$ cat config.mk
export PLATFORM = sky130hd
export DESIGN_NAME = uart_wrap_selftest
export DESIGN_NICKNAME = d
export VERILOG_FILES = /design/src/rtl/sltst_pkg.sv /design/src/rtl/sltst_tick.sv /design/src/rtl/sltst_tx.sv /design/src/rtl/sltst_rx.sv /design/src/rtl/uart_wrap_selftest.sv
export SDC_FILE = /design/constraint.sdc
export NUM_CORES = 1
export LEC_CHECK = 0
export BUFFER_PORTS_ARGS = -buffer_cell sky130_fd_sc_hd__buf_2
export CAP_MARGIN = 20
export CORE_MARGIN = 2
export CORE_UTILIZATION = 35
export DETAILED_ROUTE_END_ITERATION = 16
export HOLD_SLACK_MARGIN = 0.05
export PLACE_DENSITY = 0.6
export SLEW_MARGIN = 30
export SYNTH_ARGS = -nofsm -noshare
export SYNTH_HDL_FRONTEND = slang
export SYNTH_HIERARCHICAL = 1
export SYNTH_SLANG_ARGS = --single-unit
$ cat constraint.sdc
create_clock -name clk -period 2.92 [get_ports clk]
set_input_delay 0.146 -clock clk [delete_from_list [all_inputs] [get_ports clk]]
set_output_delay 0.146 -clock clk [all_outputs]
set_load 0.005 [all_outputs]
$ cat src/rtl/sltst_pkg.sv
package sltst_pkg;

  typedef enum logic [2:0] {
    S_IDLE, S_LOAD, S_ARM, S_WAIT, S_PASS, S_HALT
  } seq_st_t;

  typedef enum logic [1:0] {
    R_HUNT, R_START, R_DATA, R_STOP
  } rx_st_t;

  localparam logic [3:0] FC_NONE     = 4'd0;
  localparam logic [3:0] FC_MISMATCH = 4'd1;
  localparam logic [3:0] FC_TIMEOUT  = 4'd2;
  localparam logic [3:0] FC_FRAMING  = 4'd3;

  // Serial frame, bit 0 leaves first: start(0), data LSB..MSB, stop(1)
  function automatic logic [9:0] make_frame(input logic [7:0] d);
    return {1'b1, d, 1'b0};
  endfunction

  // Verdict on a received character; framing takes precedence
  function automatic logic [3:0] judge(input logic ferr,
                                       input logic [7:0] got,
                                       input logic [7:0] want);
    if (ferr)             return FC_FRAMING;
    else if (got != want) return FC_MISMATCH;
    else                  return FC_NONE;
  endfunction

endpackage

$ cat src/rtl/sltst_tick.sv
module sltst_tick #(
  parameter int DIV = 4
) (
  input  logic clk,
  input  logic rst_n,
  input  logic clr,
  output logic tick
);
  localparam int CW = (DIV > 1) ? $clog2(DIV) : 1;

  logic [CW-1:0] cnt_q;
  logic          wrap;

  assign wrap = (cnt_q == CW'(DIV - 1));
  assign tick = wrap && !clr;

  always_ff @(posedge clk or negedge rst_n) begin
    if (!rst_n)          cnt_q <= '0;
    else if (clr || wrap) cnt_q <= '0;
    else                 cnt_q <= cnt_q + 1'b1;
  end
endmodule

$ cat src/rtl/sltst_tx.sv
module sltst_tx
  import sltst_pkg::*;
#(
  parameter int DIV = 4,
  parameter int OVS = 16
) (
  input  logic       clk,
  input  logic       rst_n,
  input  logic       go,
  input  logic [7:0] data,
  output logic       ser,
  output logic       busy
);
  localparam int OW = $clog2(OVS);

  logic          tick;
  logic [9:0]    frame_q;
  logic [3:0]    left_q;
  logic [OW-1:0] tcnt_q;
  logic          busy_q;

  sltst_tick #(.DIV(DIV)) u_tick (.clk(clk), .rst_n(rst_n), .clr(go), .tick(tick));

  always_ff @(posedge clk or negedge rst_n) begin
    if (!rst_n) begin
      frame_q <= '1;
      left_q  <= '0;
      tcnt_q  <= '0;
      busy_q  <= 1'b0;
    end else if (go) begin
      frame_q <= make_frame(data);
      left_q  <= 4'd10;
      tcnt_q  <= '0;
      busy_q  <= 1'b1;
    end else if (busy_q && tick) begin
      if (tcnt_q == OW'(OVS - 1)) begin
        tcnt_q  <= '0;
        frame_q <= {1'b1, frame_q[9:1]};
        left_q  <= left_q - 1'b1;
        if (left_q == 4'd1) busy_q <= 1'b0;
      end else begin
        tcnt_q <= tcnt_q + 1'b1;
      end
    end
  end

  assign ser  = busy_q ? frame_q[0] : 1'b1;
  assign busy = busy_q;
endmodule

$ cat src/rtl/sltst_rx.sv
module sltst_rx
  import sltst_pkg::*;
#(
  parameter int DIV = 4,
  parameter int OVS = 16
) (
  input  logic       clk,
  input  logic       rst_n,
  input  logic       arm,
  input  logic       rxd,
  output logic       done,
  output logic [7:0] data,
  output logic       ferr
);
  localparam int OW = $clog2(OVS);

  rx_st_t        st_q;
  logic          rs_q, armed_q, done_q, ferr_q, tick, detect;
  logic [OW-1:0] tcnt_q;
  logic [2:0]    nb_q;
  logic [7:0]    sh_q;

  assign detect = (st_q == R_HUNT) && armed_q && !rs_q;

  sltst_tick #(.DIV(DIV)) u_tick (.clk(clk), .rst_n(rst_n), .clr(detect), .tick(tick));

  always_ff @(posedge clk or negedge rst_n) begin
    if (!rst_n) begin
      st_q <= R_HUNT; rs_q <= 1'b1; armed_q <= 1'b0; done_q <= 1'b0;
      ferr_q <= 1'b0; tcnt_q <= '0; nb_q <= '0; sh_q <= '0;
    end else begin
      rs_q   <= rxd;
      done_q <= 1'b0;
      if (arm) armed_q <= 1'b1;
      case (st_q)
        R_HUNT: if (detect) begin st_q <= R_START; tcnt_q <= '0; end
        R_START: if (tick) begin
          if (tcnt_q == OW'(OVS / 2 - 1)) begin
            tcnt_q <= '0; nb_q <= '0;
            st_q   <= rs_q ? R_HUNT : R_DATA;
          end else tcnt_q <= tcnt_q + 1'b1;
        end
        R_DATA: if (tick) begin
          if (tcnt_q == OW'(OVS - 1)) begin
            tcnt_q <= '0;
            sh_q   <= {rs_q, sh_q[7:1]};
            nb_q   <= nb_q + 1'b1;
            if (nb_q == 3'd7) st_q <= R_STOP;
          end else tcnt_q <= tcnt_q + 1'b1;
        end
        R_STOP: if (tick) begin
          if (tcnt_q == OW'(OVS - 1)) begin
            done_q  <= 1'b1;
            ferr_q  <= !rs_q;
            armed_q <= 1'b0;
            st_q    <= R_HUNT;
          end else tcnt_q <= tcnt_q + 1'b1;
        end
        default: st_q <= R_HUNT;
      endcase
    end
  end

  assign done = done_q;
  assign data = sh_q;
  assign ferr = ferr_q;
endmodule

$ cat src/rtl/uart_wrap_selftest.sv
module uart_wrap_selftest
  import sltst_pkg::*;
#(
  parameter int BAUD_DIV = 4,
  parameter int OVS      = 16,
  parameter int TMO_BITS = 12
) (
  input  logic       clk,
  input  logic       rst_n,
  input  logic       start,
  input  logic [7:0] test_byte,
  input  logic       wrap_en,
  input  logic       rx_ext,
  output logic       tx_ser,
  output logic       pass,
  output logic       advance,
  output logic       halted,
  output logic [3:0] fault_code
);
  localparam int TMO_CLKS = TMO_BITS * OVS * BAUD_DIV;
  localparam int TW       = $clog2(TMO_CLKS + 1);

  seq_st_t       st_q;
  logic [7:0]    hold_q;
  logic [TW-1:0] tmr_q;
  logic [3:0]    fault_q;
  logic          adv_q;

  // named internal events (also used by the checker)
  logic       ctrl_wr, in_wait, tx_busy, rx_done, rx_ferr, rx_line;
  logic [7:0] rx_byte;
  logic [3:0] verdict;

  assign ctrl_wr = (st_q == S_ARM);
  assign in_wait = (st_q == S_WAIT);
  assign rx_line = wrap_en ? tx_ser : rx_ext;
  assign verdict = judge(rx_ferr, rx_byte, hold_q);

  sltst_tx #(.DIV(BAUD_DIV), .OVS(OVS)) u_tx (
    .clk(clk), .rst_n(rst_n), .go(ctrl_wr), .data(hold_q),
    .ser(tx_ser), .busy(tx_busy));

  sltst_rx #(.DIV(BAUD_DIV), .OVS(OVS)) u_rx (
    .clk(clk), .rst_n(rst_n), .arm(ctrl_wr), .rxd(rx_line),
    .done(rx_done), .data(rx_byte), .ferr(rx_ferr));

  always_ff @(posedge clk or negedge rst_n) begin
    if (!rst_n) begin
      st_q <= S_IDLE; hold_q <= '0; tmr_q <= '0; fault_q <= FC_NONE; adv_q <= 1'b0;
    end else begin
      adv_q <= 1'b0;
      case (st_q)
        S_IDLE, S_PASS: if (start) st_q <= S_LOAD;
        S_LOAD: begin hold_q <= test_byte; st_q <= S_ARM; end
        S_ARM:  begin tmr_q <= '0; st_q <= S_WAIT; end
        S_WAIT: begin
          if (rx_done) begin
            if (verdict == FC_NONE) begin st_q <= S_PASS; adv_q <= 1'b1; end
            else begin st_q <= S_HALT; fault_q <= verdict; end
          end else if (tmr_q == TW'(TMO_CLKS - 1)) begin
            st_q <= S_HALT; fault_q <= FC_TIMEOUT;
          end else tmr_q <= tmr_q + 1'b1;
        end
        S_HALT: st_q <= S_HALT;
        default: st_q <= S_IDLE;
      endcase
    end
  end

  assign pass       = (st_q == S_PASS);
  assign advance    = adv_q;
  assign halted     = (st_q == S_HALT);
  assign fault_code = fault_q;
endmodule

==> results.sh <==
export IMPL_grt_max_degree=43
export IMPL_drt_iter0_markers=104
export IMPL_cp_arrival_ps=2470
export IMPL_drc=0
export IMPL_drtPass1Iterations=4
export IMPL_hold_ws_ps=90.0
export IMPL_ys_async_sr_fraction_pct=100
export IMPL_vdd_drop_max_mv=0.228
export IMPL_synth_compound_area_share_pct=14.1
export IMPL_syn_inst=313
export IMPL_cts_sink_count=67
export IMPL_cp_required_ps=3150
export IMPL_cp_common_cell="inv_1"
export IMPL_rsz0062_at_grt="no"
export IMPL_slowest_stage="and3_1"
export IMPL_cap_violations=0
export IMPL_synthMuxAreaShare_pct=7.29
export IMPL_syn_avg_cell_area_um2=10.8
export IMPL_outcome="complete, no violations"
export IMPL_die_height_um=102
export IMPL_power_density_nw_per_um2=783
export IMPL_cts_setup_buffers=0
export IMPL_hold_class="in -> reg"
export IMPL_detail_route_wl_per_cell_um=13.1
export IMPL_setup_violations_final=0
export IMPL_grt_pass1_vias=2289
export IMPL_crit_type="reg -> reg"
export IMPL_antennaDiodeCount=0
export IMPL_worstMarginPinSlew_ps=572
export IMPL_clockBufferDepth=2
export IMPL_die_area_um2=10500
export IMPL_cts_buffers=9
export IMPL_totalPowerFinal_w=0.00300
export IMPL_synth_warnings=6
export IMPL_yosysSeqAreaShare_pct=50.0
export IMPL_netlist_cell_type_count=58
export IMPL_synth_xor_area_share_pct=2.85
export IMPL_totalNegativeSetupSlack_ps=0
export IMPL_ant_nets=0
export IMPL_leakage_nw=1.67
export IMPL_root_buffer="clkbuf_8"
export IMPL_finalCritPeriodShare_pct=76.7
export IMPL_clkSlewWorstSetupHoldPaths_ps=70
export IMPL_synth_edf_count=0
export IMPL_relSlewSlack_pct=61.9
export IMPL_io_buffers=18
export IMPL_die_x_um=102
export IMPL_period_needed_ps=2240
export IMPL_initial_utilization_pct=36.4
export IMPL_core_um2=9280
export IMPL_synth_fa_ha_area_share_pct=3.33
export IMPL_hold_violations=0
export IMPL_final_util_pct=41.3
export IMPL_fmax_mhz=447
export IMPL_synth_seq_cells=67
export IMPL_grt_pass1_wl_um=10900
export IMPL_rows=35
export IMPL_clkLatencyLatePin_ps=340
export IMPL_cts_resized=0
export IMPL_fin_nets=363
export IMPL_skew_ps=8.39
export IMPL_vias=2341
export IMPL_synth_top_family_by_area="simple AND/OR/NAND/NOR gates"
export IMPL_wirelength_um=6210
export IMPL_cts_hold_buf=9
export IMPL_cp_max_fo=15
export IMPL_critical_path_top_delay_family="simple AND/OR/NAND/NOR gates"
export IMPL_h_tree_depth=3
export IMPL_antenna_found_initial=0
export IMPL_dp_hpwl_um=4270
export IMPL_cts_tree="yes"
export IMPL_end_kind="flip-flop"
export IMPL_crit_chain="inv_1 > nand3b_1 > inv_1 > nor2b_1 > and3_1 > nand2_2 > o32a_1"
export IMPL_grt_util_all_layers_pct=13.4
export IMPL_yosys_area_share_simple_pct=18.1
export IMPL_via_per_inst=4.93
export IMPL_pin_count=21
export IMPL_worst_setup_path_start_kind="flip-flop"
export IMPL_area_growth_pct=13.3
export IMPL_synthFlopType="dfrtp_1"
export IMPL_slowest_delay_ps=560
export IMPL_gp_congestion=0.786
export IMPL_drive_above_1_share_pct=22.3
export IMPL_cp_num_buf_inv=2
export IMPL_syn_area_um2=3380
export IMPL_overflow=0
export IMPL_finalMaxSlewViolations=0
## worst reg2reg max path: stages (launching register included)
cell	delay, ps
dfrtp_1	420
inv_1	110
nand3b_1	210
inv_1	90
nor2b_1	280
and3_1	560
nand2_2	100
o32a_1	360
## cell usage after synthesis, types with 2 or more instances
cell,number,share of area (%)
buf_6,2,0.67
o31a_1,2,0.52
xnor2_1,9,2.3
buf_4,7,1.6
inv_1,10,1.1
and3_1,6,1.1
nor3b_1,3,0.67
o31ai_1,2,0.44
a211o_1,3,0.78
nor2_1,11,1.2
and4b_1,2,0.59
dfstp_2,10,7.8
a21o_1,3,0.67
nand3_1,13,1.9
dfrtp_1,57,42
nor3_1,10,1.5
clkbuf_1,4,0.44
a22o_1,4,1.0
nor3b_2,2,0.74
a31oi_1,10,1.9
mux2_2,21,7.0
or3_1,4,0.74
xor2_1,2,0.52
nand2_1,14,1.6
buf_2,3,0.44
a21oi_1,19,2.8
nand2b_1,4,0.74
nor2b_1,14,2.6
nand4_1,3,0.56
o21ai_1,2,0.30
o21ai_0,22,3.3
ha_1,9,3.3
## logic make-up after synthesis
kind of cell | count (synthesis)
multiplexers | 22
buffers and inverters | 26
flip-flops | 67
AND/OR/NAND/NOR | 101
XOR/XNOR | 11
AO/OA/AOI/OAI | 76
adder cells (fa/ha/maj) | 9
other | 1
## power breakdown
group | total [W] | internal, W | switching [W]
logic | 0.000891 | 0.000437 | 0.000453
registers | 0.00143 | 0.00120 | 0.000231
clock network | 0.000681 | 0.000353 | 0.000328
total | 0.00300 | 0.00199 | 0.00101
## cells in the final DEF, fill, tap and decap left out, drive strengths merged, types with 11 or more instances in the layout
cell | netlist | final
nor2 | 11 | 11
clkbuf | 4 | 14
nand3 | 13 | 13
o21ai | 24 | 24
a21oi | 19 | 19
nor3 | 11 | 11
dfrtp | 57 | 57
nor2b | 14 | 14
buf | 12 | 23
mux2 | 21 | 21
nand2 | 15 | 15
## area by class of cell
class,instances,area (um^2)
fillers,915,5450
clock buffers,14,163
clock inverters,2,10.0
multi-input cells,221,1550
flip-flops and latches,67,1690
inverters,10,37.5
well taps,129,161
repair buffers,32,218
## layer usage
| metal | wire, um | GRT usage (%) |
|---|---|---|
| met4 | 103 | 5.23 |
| met2 | 2700 | 20.0 |
| met5 | 0 | 0 |
| met3 | 209 | 3.76 |
| met1 | 3210 | 18.3 |
## worst paths after layout
kind / from / end / slack (ps) / cells after the start
hold / removal: rx_ext / u_rx/rs_q / 90 / 2
setup / recovery: st_q[0] / u_tx/busy / 680 / 7
min in group asynchronous: rst_n / u_tx/left_q[2] / 340 / 3
hold reg to reg: u_rx/u_tick/cnt_q[0] / u_rx/u_tick/cnt_q[0] / 440 / 1
setup reg to reg: st_q[0] / u_tx/busy / 680 / 7
max in group asynchronous: rst_n / u_tx/frame_q[4] / 2110 / 3
## through the flow
stage	std cells	worst slack [ps]	area [um^2]
6_report	475	681	3830
3_5_place_dp	450	685	3570
5_1_grt	475	430	3830
3_3_place_gp	450	785	3570
2_1_floorplan	314	1040	3380
4_1_cts	475	675	3830
## flip-flops by register name, summed over array words and instances, names as in the netlist, named ones only
signal,flops
tmr_q,10
advance,1
u_rx/data,8
u_rx/u_tick/cnt_q,2
st_q,3
u_rx/tcnt_q,4
u_tx/frame_q,9
u_rx/ferr,1
u_tx/tcnt_q,4
u_rx/st_q,1
u_tx/u_tick/cnt_q,2
u_rx/done,1
hold_q,8
u_rx/armed_q,1
fault_code,2
u_tx/busy,1
u_tx/left_q,4
u_rx/nb_q,3
u_rx/rs_q,1
(Power assumes the default switching activity.)
